==> config.mk <==
export PLATFORM = sky130hd
export DESIGN_NAME = sar_ctrl
export DESIGN_NICKNAME = d
export VERILOG_FILES = /design/src/rtl/sar_pkg.sv /design/src/rtl/sar_seq.sv /design/src/rtl/sar_trial.sv /design/src/rtl/sar_result.sv /design/src/rtl/sar_ctrl.sv
export SDC_FILE = /design/constraint.sdc
export NUM_CORES = 1
export LEC_CHECK = 0
export BUFFER_PORTS_ARGS = -buffer_cell sky130_fd_sc_hd__buf_2
export CORE_MARGIN = 2
export CORE_UTILIZATION = 40
export DETAILED_ROUTE_END_ITERATION = 16
export HOLD_SLACK_MARGIN = 0.03
export SLEW_MARGIN = 10
export SYNTH_ARGS = -nofsm -noshare
export SYNTH_HDL_FRONTEND = slang
export SYNTH_SLANG_ARGS = --single-unit
==> constraint.sdc <==
create_clock -name clk -period 2 [get_ports clk]
set_clock_uncertainty 0.2 [all_clocks]
set_input_delay 0.6 -clock clk [delete_from_list [all_inputs] [get_ports clk]]
set_output_delay 0.6 -clock clk [all_outputs]
set_load 0.02 [all_outputs]
==> src/rtl/sar_pkg.sv <==
package sar_pkg;

    typedef enum logic [1:0] {
        PH_IDLE   = 2'd0,
        PH_SAMPLE = 2'd1,
        PH_TRIAL  = 2'd2
    } sar_phase_e;

endpackage

==> src/rtl/sar_seq.sv <==
module sar_seq
    import sar_pkg::*;
#(
    parameter int WIDTH = 8
) (
    input  logic             clk,
    input  logic             rst_n,
    input  logic             start,
    output sar_phase_e       phase,
    output logic [WIDTH-1:0] ptr,
    output logic             launch
);
    localparam logic [WIDTH-1:0] TOP_BIT = {1'b1, {(WIDTH-1){1'b0}}};

    typedef struct packed {
        sar_phase_e       ph;
        logic [WIDTH-1:0] ptr;
    } seq_t;

    seq_t s_d, s_q;

    always_comb begin
        s_d    = s_q;
        launch = 1'b0;
        unique case (s_q.ph)
            PH_IDLE: begin
                if (start) begin
                    s_d.ph = PH_SAMPLE;
                    launch = 1'b1;
                end
            end
            PH_SAMPLE: begin
                s_d.ph  = PH_TRIAL;
                s_d.ptr = TOP_BIT;
            end
            PH_TRIAL: begin
                if (s_q.ptr[0]) begin
                    s_d.ph  = PH_IDLE;
                    s_d.ptr = '0;
                end else begin
                    s_d.ptr = s_q.ptr >> 1;
                end
            end
            default: s_d = '{ph: PH_IDLE, ptr: '0};
        endcase
    end

    always_ff @(posedge clk or negedge rst_n) begin
        if (!rst_n) s_q <= '{ph: PH_IDLE, ptr: '0};
        else        s_q <= s_d;
    end

    assign phase = s_q.ph;
    assign ptr   = s_q.ptr;

    AST_SAMPLE_ONE_CYCLE: assert property (@(posedge clk) disable iff (!rst_n)
        (phase == PH_SAMPLE) |=> (phase == PH_TRIAL)) else $error("sample too long");
    AST_PTR_ONEHOT: assert property (@(posedge clk) disable iff (!rst_n)
        $onehot0(ptr)) else $error("pointer not onehot");
    AST_TRIAL_HAS_PTR: assert property (@(posedge clk) disable iff (!rst_n)
        (phase == PH_TRIAL) |-> (ptr != '0)) else $error("trial without bit");

endmodule

==> src/rtl/sar_trial.sv <==
module sar_trial
    import sar_pkg::*;
#(
    parameter int WIDTH = 8
) (
    input  logic             clk,
    input  logic             rst_n,
    input  logic             launch,
    input  sar_phase_e       phase,
    input  logic [WIDTH-1:0] ptr,
    input  logic             cmp_neg,
    output logic [WIDTH-1:0] word
);
    localparam logic [WIDTH-1:0] TOP_BIT = {1'b1, {(WIDTH-1){1'b0}}};
    localparam logic [WIDTH-1:0] ONE     = {{(WIDTH-1){1'b0}}, 1'b1};

    typedef struct packed {
        logic [WIDTH-1:0] word;
    } trial_t;

    trial_t t_d, t_q;
    logic [WIDTH-1:0] decided;

    always_comb begin
        decided = cmp_neg ? t_q.word : (t_q.word & ~ptr);
        t_d     = t_q;
        if (launch) begin
            t_d.word = '0;
        end else if (phase == PH_SAMPLE) begin
            t_d.word = TOP_BIT;
        end else if (phase == PH_TRIAL) begin
            t_d.word = decided | (ptr >> 1);
        end
    end

    always_ff @(posedge clk or negedge rst_n) begin
        if (!rst_n) t_q <= '{word: '0};
        else        t_q <= t_d;
    end

    assign word = t_q.word;

    AST_MSB_FIRST: assert property (@(posedge clk) disable iff (!rst_n)
        (phase == PH_SAMPLE) |=> (word == TOP_BIT)) else $error("msb trial wrong");
    AST_LOWER_CLEAR: assert property (@(posedge clk) disable iff (!rst_n)
        (phase == PH_TRIAL) |-> ((word & (ptr - ONE)) == '0)) else $error("lower bits set");
    AST_TRIAL_RAISED: assert property (@(posedge clk) disable iff (!rst_n)
        (phase == PH_TRIAL) |-> ((word & ptr) == ptr)) else $error("trial bit low");
    AST_SAMPLE_CLEAR: assert property (@(posedge clk) disable iff (!rst_n)
        (phase == PH_SAMPLE) |-> (word == '0)) else $error("word not cleared");

endmodule

==> src/rtl/sar_result.sv <==
module sar_result
    import sar_pkg::*;
#(
    parameter int WIDTH = 8
) (
    input  logic             clk,
    input  logic             rst_n,
    input  sar_phase_e       phase,
    input  logic [WIDTH-1:0] ptr,
    input  logic             cmp_neg,
    input  logic [WIDTH-1:0] word,
    output logic [WIDTH-1:0] code,
    output logic             done
);
    typedef struct packed {
        logic [WIDTH-1:0] code;
        logic             done;
    } res_t;

    res_t r_d, r_q;

    always_comb begin
        r_d      = r_q;
        r_d.done = 1'b0;
        if (phase == PH_TRIAL && ptr[0]) begin
            r_d.code = cmp_neg ? word : (word & ~ptr);
            r_d.done = 1'b1;
        end
    end

    always_ff @(posedge clk or negedge rst_n) begin
        if (!rst_n) r_q <= '{code: '0, done: 1'b0};
        else        r_q <= r_d;
    end

    assign code = r_q.code;
    assign done = r_q.done;

    AST_DONE_PULSE: assert property (@(posedge clk) disable iff (!rst_n)
        done |=> !done) else $error("done longer than one cycle");
    AST_CODE_HOLD: assert property (@(posedge clk) disable iff (!rst_n)
        !done |-> $stable(code)) else $error("code moved without done");
    AST_DONE_IDLE: assert property (@(posedge clk) disable iff (!rst_n)
        done |-> (phase == PH_IDLE)) else $error("done while busy");

endmodule

==> src/rtl/sar_ctrl.sv <==
module sar_ctrl
    import sar_pkg::*;
#(
    parameter int WIDTH = 8
) (
    input  logic             clk,
    input  logic             rst_n,
    input  logic             start,
    input  logic             cmp_neg,
    output logic             sample,
    output logic [WIDTH-1:0] dac_word,
    output logic             busy,
    output logic             done,
    output logic [WIDTH-1:0] code
);
    sar_phase_e       phase;
    logic [WIDTH-1:0] ptr;
    logic             launch;

    sar_seq #(.WIDTH(WIDTH)) i_seq (
        .clk    (clk),
        .rst_n  (rst_n),
        .start  (start),
        .phase  (phase),
        .ptr    (ptr),
        .launch (launch)
    );

    sar_trial #(.WIDTH(WIDTH)) i_trial (
        .clk     (clk),
        .rst_n   (rst_n),
        .launch  (launch),
        .phase   (phase),
        .ptr     (ptr),
        .cmp_neg (cmp_neg),
        .word    (dac_word)
    );

    sar_result #(.WIDTH(WIDTH)) i_result (
        .clk     (clk),
        .rst_n   (rst_n),
        .phase   (phase),
        .ptr     (ptr),
        .cmp_neg (cmp_neg),
        .word    (dac_word),
        .code    (code),
        .done    (done)
    );

    assign sample = (phase == PH_SAMPLE);
    assign busy   = (phase != PH_IDLE);

    AST_DONE_MATCH: assert property (@(posedge clk) disable iff (!rst_n)
        done |-> (dac_word == code)) else $error("word differs from code");
    AST_START_IGNORED: assert property (@(posedge clk) disable iff (!rst_n)
        (busy && !sample) |=> !sample) else $error("restart while busy");

endmodule

# --- Word level (Yosys, flattened, before mapping) ---
# Index checks and enable logic that the tools add are counted.
totals:
  regBits: 27
  output_inout_bits: 19
  wordCells: 29
op_classes:
  eq_ne: 4
  n_mux: 12
  n_bitwise: 3
  n_reduce_logical: 5
ops:
  columns: ["op", "n"]
  rows:
  - ["$mux 8", 4]
  - ["$pmux 8 s3", 1]
  - ["$and 8x8->8", 1]
  - ["$not 8->8", 1]
  - ["$or 8x7->8", 1]
  - ["$mux 7", 1]
  - ["$pmux 2 s3", 1]
  - ["$mux 2", 2]
  - ["$ne 2x2->1 const B", 2]
  - ["$mux 1", 3]
  - ["$reduce_bool 3->1", 1]
  - ["$eq 2x1->1 const B", 1]
  - ["$eq 2x2->1 const B", 1]
  - ["$logic_not 2->1", 1]
  - ["$reduce_and 2->1", 1]
  - ["$reduce_bool 2->1", 1]
  - ["$logic_and 1x1->1", 1]

# --- Logic depth before layout (Yosys ltp) ---
logic_depth:
  word_depth: 7
  depth_mapped: 7
  ltp_nobuf: 5

# --- Hierarchy ---
# Synthesis repeated with hierarchy kept, for this count alone.
unflattened:
  cells_unflattened: 132
  area_unflattened_um2: 1440.1
by_module_without_submodules:
  columns: ["module", "n_inst", "cells_each", "area_per_inst_um2", "seq_area_each_um2"]
  rows:
  - ["sar_seq", 1, 48, 521.8, 250.2]
  - ["sar_trial", 1, 39, 506.7, 200.2]
  - ["sar_result", 1, 43, 399.1, 225.2]
  - ["sar_ctrl", 1, 2, 12.5, 0.0]

# --- Worst setup path before layout ---
# No wires, ideal clock.
synth_timing:
  path_kind: "register -> register"
  startpoint: "register i_seq.s_q (netlist bit i_seq.phase[0])"
  endpoint: "register i_seq.s_q (netlist bit i_seq.phase[0])"
  setup_ns: 0.125
  arrival_ns: 1.396
  required_time_ns: 1.675
  setup_slack_ns: 0.279
  path_stages_with_launch: 6
  cell_sequence: "dfrtp_1 inv_1 ha_1 inv_2 a2bb2oi_1 mux2_2"
synth_between:
  elab_chain_cells: 3
  elab_cells_between_ends: 7
  classes_between: "eq/ne: 4; mux: 1; reduce/logical: 2"
synth_rtl:
  columns: ["element", "line", "text"]
  rows:
  - ["start: declaration", "sar_seq.sv:20", "seq_t s_d, s_q;"]
  - ["start signal: assignment", "sar_seq.sv:49", "if (!rst_n) s_q <= '{ph: PH_IDLE, ptr: '0};"]
  - ["$eq 2x2->1 or $logic_not 2->1 (tied branches)", "sar_seq.sv:25", "unique case (s_q.ph)"]
  - ["$ne 2x2->1 (no line)", null, null]
  - ["$reduce_and 2->1 (no line)", null, null]
# Parallel ways exist; a longest one is shown, timed or not.
# A chain may end at the register's enable or synchronous reset.

# --- Final worst setup path ---
layout_timing:
  startpoint: "register i_seq.s_q (netlist bit i_seq.phase[0])"
  endpoint: "output port busy"
layout_between:
  elab_chain_cells: 1
layout_rtl:
  columns: ["element", "line", "text"]
  rows:
  - ["$reduce_bool 2->1", "sar_ctrl.sv:51", "assign busy = (phase != PH_IDLE);"]
  - ["end: declaration", "sar_ctrl.sv:12", "output logic busy,"]
# No other way between the ends.

==> run_results.csv <==
group,metric,value,unit
outcome,status,"complete, no violations",
route,post_drt_wl_per_cell,12.3,µm
layout,seq_area,676,µm²
layout,multiInputGateArea,428,µm²
placement,gp_routability_congestion,0.768,
logic_synthesis,ys_top_cells_by_area,"dfrtp_1 59%, o21ai_0 13%, nand2_1 7.9%, ha_1 4.4%, inv_1 3.9%",
floorplan,initial_utilization,0.418,
clock_network,clock_path_buffers,2,
layout,fin_nets,157,
timing,setup_tns,0,ns
route,finalWirelength,2210,µm
grt,use_met1,0.221,
timing,setup_viol,0,
critical_path,r2r_setup_slack,0.11,ns
clock_network,clkLatencyLatePin,0.32,ns
critical_path,r2r-start,"i_seq.phase[1]$_DFFE_PN0P_",
timing,slew_viol_final,0,
route,drc,0,
timing,rsz0062_at_grt,"true",
critical_path,critPathLaunchType,"register",
grt,grt_pass1_vias,858,
clock_network,clock-sinks,27,
logic_synthesis,synthMuxAreaShare,0.0295,
layout,diodes,0,
run,drv_cap,0,
floorplan,rows,19,
placement,dpl.hpwl,1550,µm
timing,period_minus_slack,1.96,ns
route,drtAntennaViolNets,0,
critical_path,worstSetupPathType,"register to output port",
floorplan,dieHeight,57.5,µm
layout,drive_gt1_frac,0.304,
floorplan,core,0.00273,mm²
logic_synthesis,syn_inst,116,
timing,finalCritPeriodShare,0.982,
worst_hold_path,hold_class,"primary input to async pin",
placement,post-place-cells,167,
grt,overflow,0,
power_and_ir_drop,power_per_cell_area,1070,mW/mm²
layout,syn2layout_area_growth,23.5,%
logic_synthesis,syn-num-nets,124,
route,drt_iter0_markers,21,
logic_synthesis,synth_top_cell_area_share,0.591,
logic_synthesis,avgSynthCellArea,9.86,µm²
timing,fmax,509,MHz
critical_path,required,1.20,ns
route,drtPass1Iterations,4,
grt,antenna_found_initial,0,
route,viasPerCell,4.94,
clock_network,cts.reportedPaths.clkPinSlew,0.15,ns
floorplan,die_w,57.5,µm
clock_network,cts_made_buffers,3,
power_and_ir_drop,leakage,0.672,nW
grt,grt.busiest_layer,"met2",
critical_path,r2r_cells,5,
grt,grt_start_max_net_pins,28,
placement,port_buffers,22,
timing,slew_headroom,0.608,
grt,grt_use_total,0.155,
placement,pre_cts_ws,0.182,ns
logic_synthesis,synth_simple_gate_area_frac,0.0952,
grt,grt_pass1_wl,4000,µm
logic_synthesis,yosys_warnings,0,
logic_synthesis,yosysUniqueCellTypes,16,
route,vias,884,
layout,fillers,261,
grt,use_met3,0.0204,
logic_synthesis,synth-adder-area-share,0.0438,
logic_synthesis,ys_seq_area_frac,0.591,
logic_synthesis,synth_area,0.00114,mm²
critical_path,worst_ep_arrival_time,1.16,ns
logic_synthesis,synth_compound_area_frac,0.184,
clock_network,ctsHoldBuffers,0,
layout,finalNonFillerCells,179,
logic_synthesis,synth_top_family_by_area,"compound AO/OA/AOI/OAI gates",
logic_synthesis,synth_seq_cells,27,
timing,fin_ws,0.0362,ns
logic_synthesis,synth_xor_area_frac,0,
timing,worst_pin_slew,0.588,ns
floorplan,io_pins,23,
critical_path,crit_fanout,3,
timing,hold_viol,0,
clock_network,root_buffer,"clkbuf_4",
power_and_ir_drop,peakVddDrop,0.796,mV
floorplan,die_area,0.00330,mm²
critical_path,endpoint_kind,"output port",
critical_path,cp-startpoint,"i_seq.phase[0]$_DFFE_PN0P_",
logic_synthesis,yosysTopAreaCell,"dfrtp_1",
grt,met2_usage,0.237,
clock_network,cts_tree,"done",
clock_network,htree_levels,1,
state kept, by name, indices dropped and copies added (netlist names):
register / count
i_result.code: 8
i_result.done: 1
i_seq.phase: 2
i_seq.ptr: 8
i_trial.word: 8
layer usage:
metal	vias up	share of wire
li1	450	-
met1	418	0.50
met2	14	0.45
met3	2	0.033
met4	0	0.0073
met5	-	0
cell type report:
type / count / share of cell area
Sequential cell: 27 / 0.478
Multi-Input combinational cell: 73 / 0.303
Clock inverter: 1 / 0.00354
Clock buffer: 3 / 0.0159
Timing Repair Buffer: 31 / 0.137
Inverter: 13 / 0.0345
Tap cell: 31 / 0.0275
worst max-delay path: stages (launching register included):
cell and delay [ns]:
dfrtp_1 0.43, inv_2 0.10, ha_4 0.14, inv_2 0.04
buf_6 0.12
metrics by stage:
| stage | area (µm²) | power, mW | utilization | hold WS, ns |
|---|---|---|---|---|
| finish | 1410 | 1.51 | 0.517 | 0.0495 |
| global route | 1410 | 1.63 | 0.517 | 0.0878 |
| detailed placement | 1280 | 1.08 | 0.470 | 0.273 |
| CTS | 1380 | 1.45 | 0.505 | 0.0661 |
| floorplan | 1140 | 0.965 | - | 0.104 |
| global placement | 1280 | 1.07 | 0.470 | 0.258 |
kinds of logic (layout without fill, tap and decap cells):
group / count (synthesis) / in the layout
DFF: 27 / 27
and+or+nand+nor: 26 / 26
muxes: 3 / 3
adders and majority gates: 4 / 4
AOI/OAI and AO/OA: 40 / 40
buffers and inverters: 16 / 48
synth_stat cells:
library cell	number
o21ai_0	30
dfrtp_1	27
nand2_1	24
inv_1	12
a21oi_1	7
ha_1	4
mux2_2	3
a21o_2	1
a22oi_1	1
a2bb2oi_1	1
and4bb_2	1
buf_2	1
buf_4	1
clkbuf_1	1
inv_2	1
nand2b_1	1
power by group:
group          switching (mW)  internal (mW)
Clock                   0.160         0.0749
Combinational           0.328          0.310
Sequential             0.0391          0.599
Total                   0.527          0.984
path summary, 6_finish.rpt:
path                                                 to
min in group clk            i_trial.word[7]$_DFFE_PN0P_
min reg2reg                i_result.code[5]$_DFFE_PN0P_
min                        i_result.code[5]$_DFFE_PN0P_
max in group asynchronous  i_result.code[4]$_DFFE_PN0P_
max                                                busy
max reg2reg                  i_seq.phase[0]$_DFFE_PN0P_
repair_timing:
item | in CTS | in global routing
gates resized for setup | 8 | 3
setup buffers | 5 | 3
setup endpoints to repair | 2 | 2
pin swaps | 1 | 1
placed cells by master (no fill, tap or decap):
| master | count |
|---|---|
| a21o_2 | 1 |
| a21oi_1 | 7 |
| a22oi_1 | 1 |
| a2bb2oi_1 | 1 |
| and4bb_2 | 1 |
| buf_2 | 20 |
| buf_4 | 8 |
| buf_6 | 3 |
| clkbuf_4 | 3 |
| clkinv_2 | 1 |
| dfrtp_1 | 27 |
| ha_1 | 2 |
| ha_4 | 2 |
| inv_1 | 10 |
| inv_2 | 3 |
| mux2_2 | 3 |
| nand2_1 | 24 |
| nand2b_1 | 1 |
| o21ai_0 | 30 |
Power figures use the tool's default switching activity.
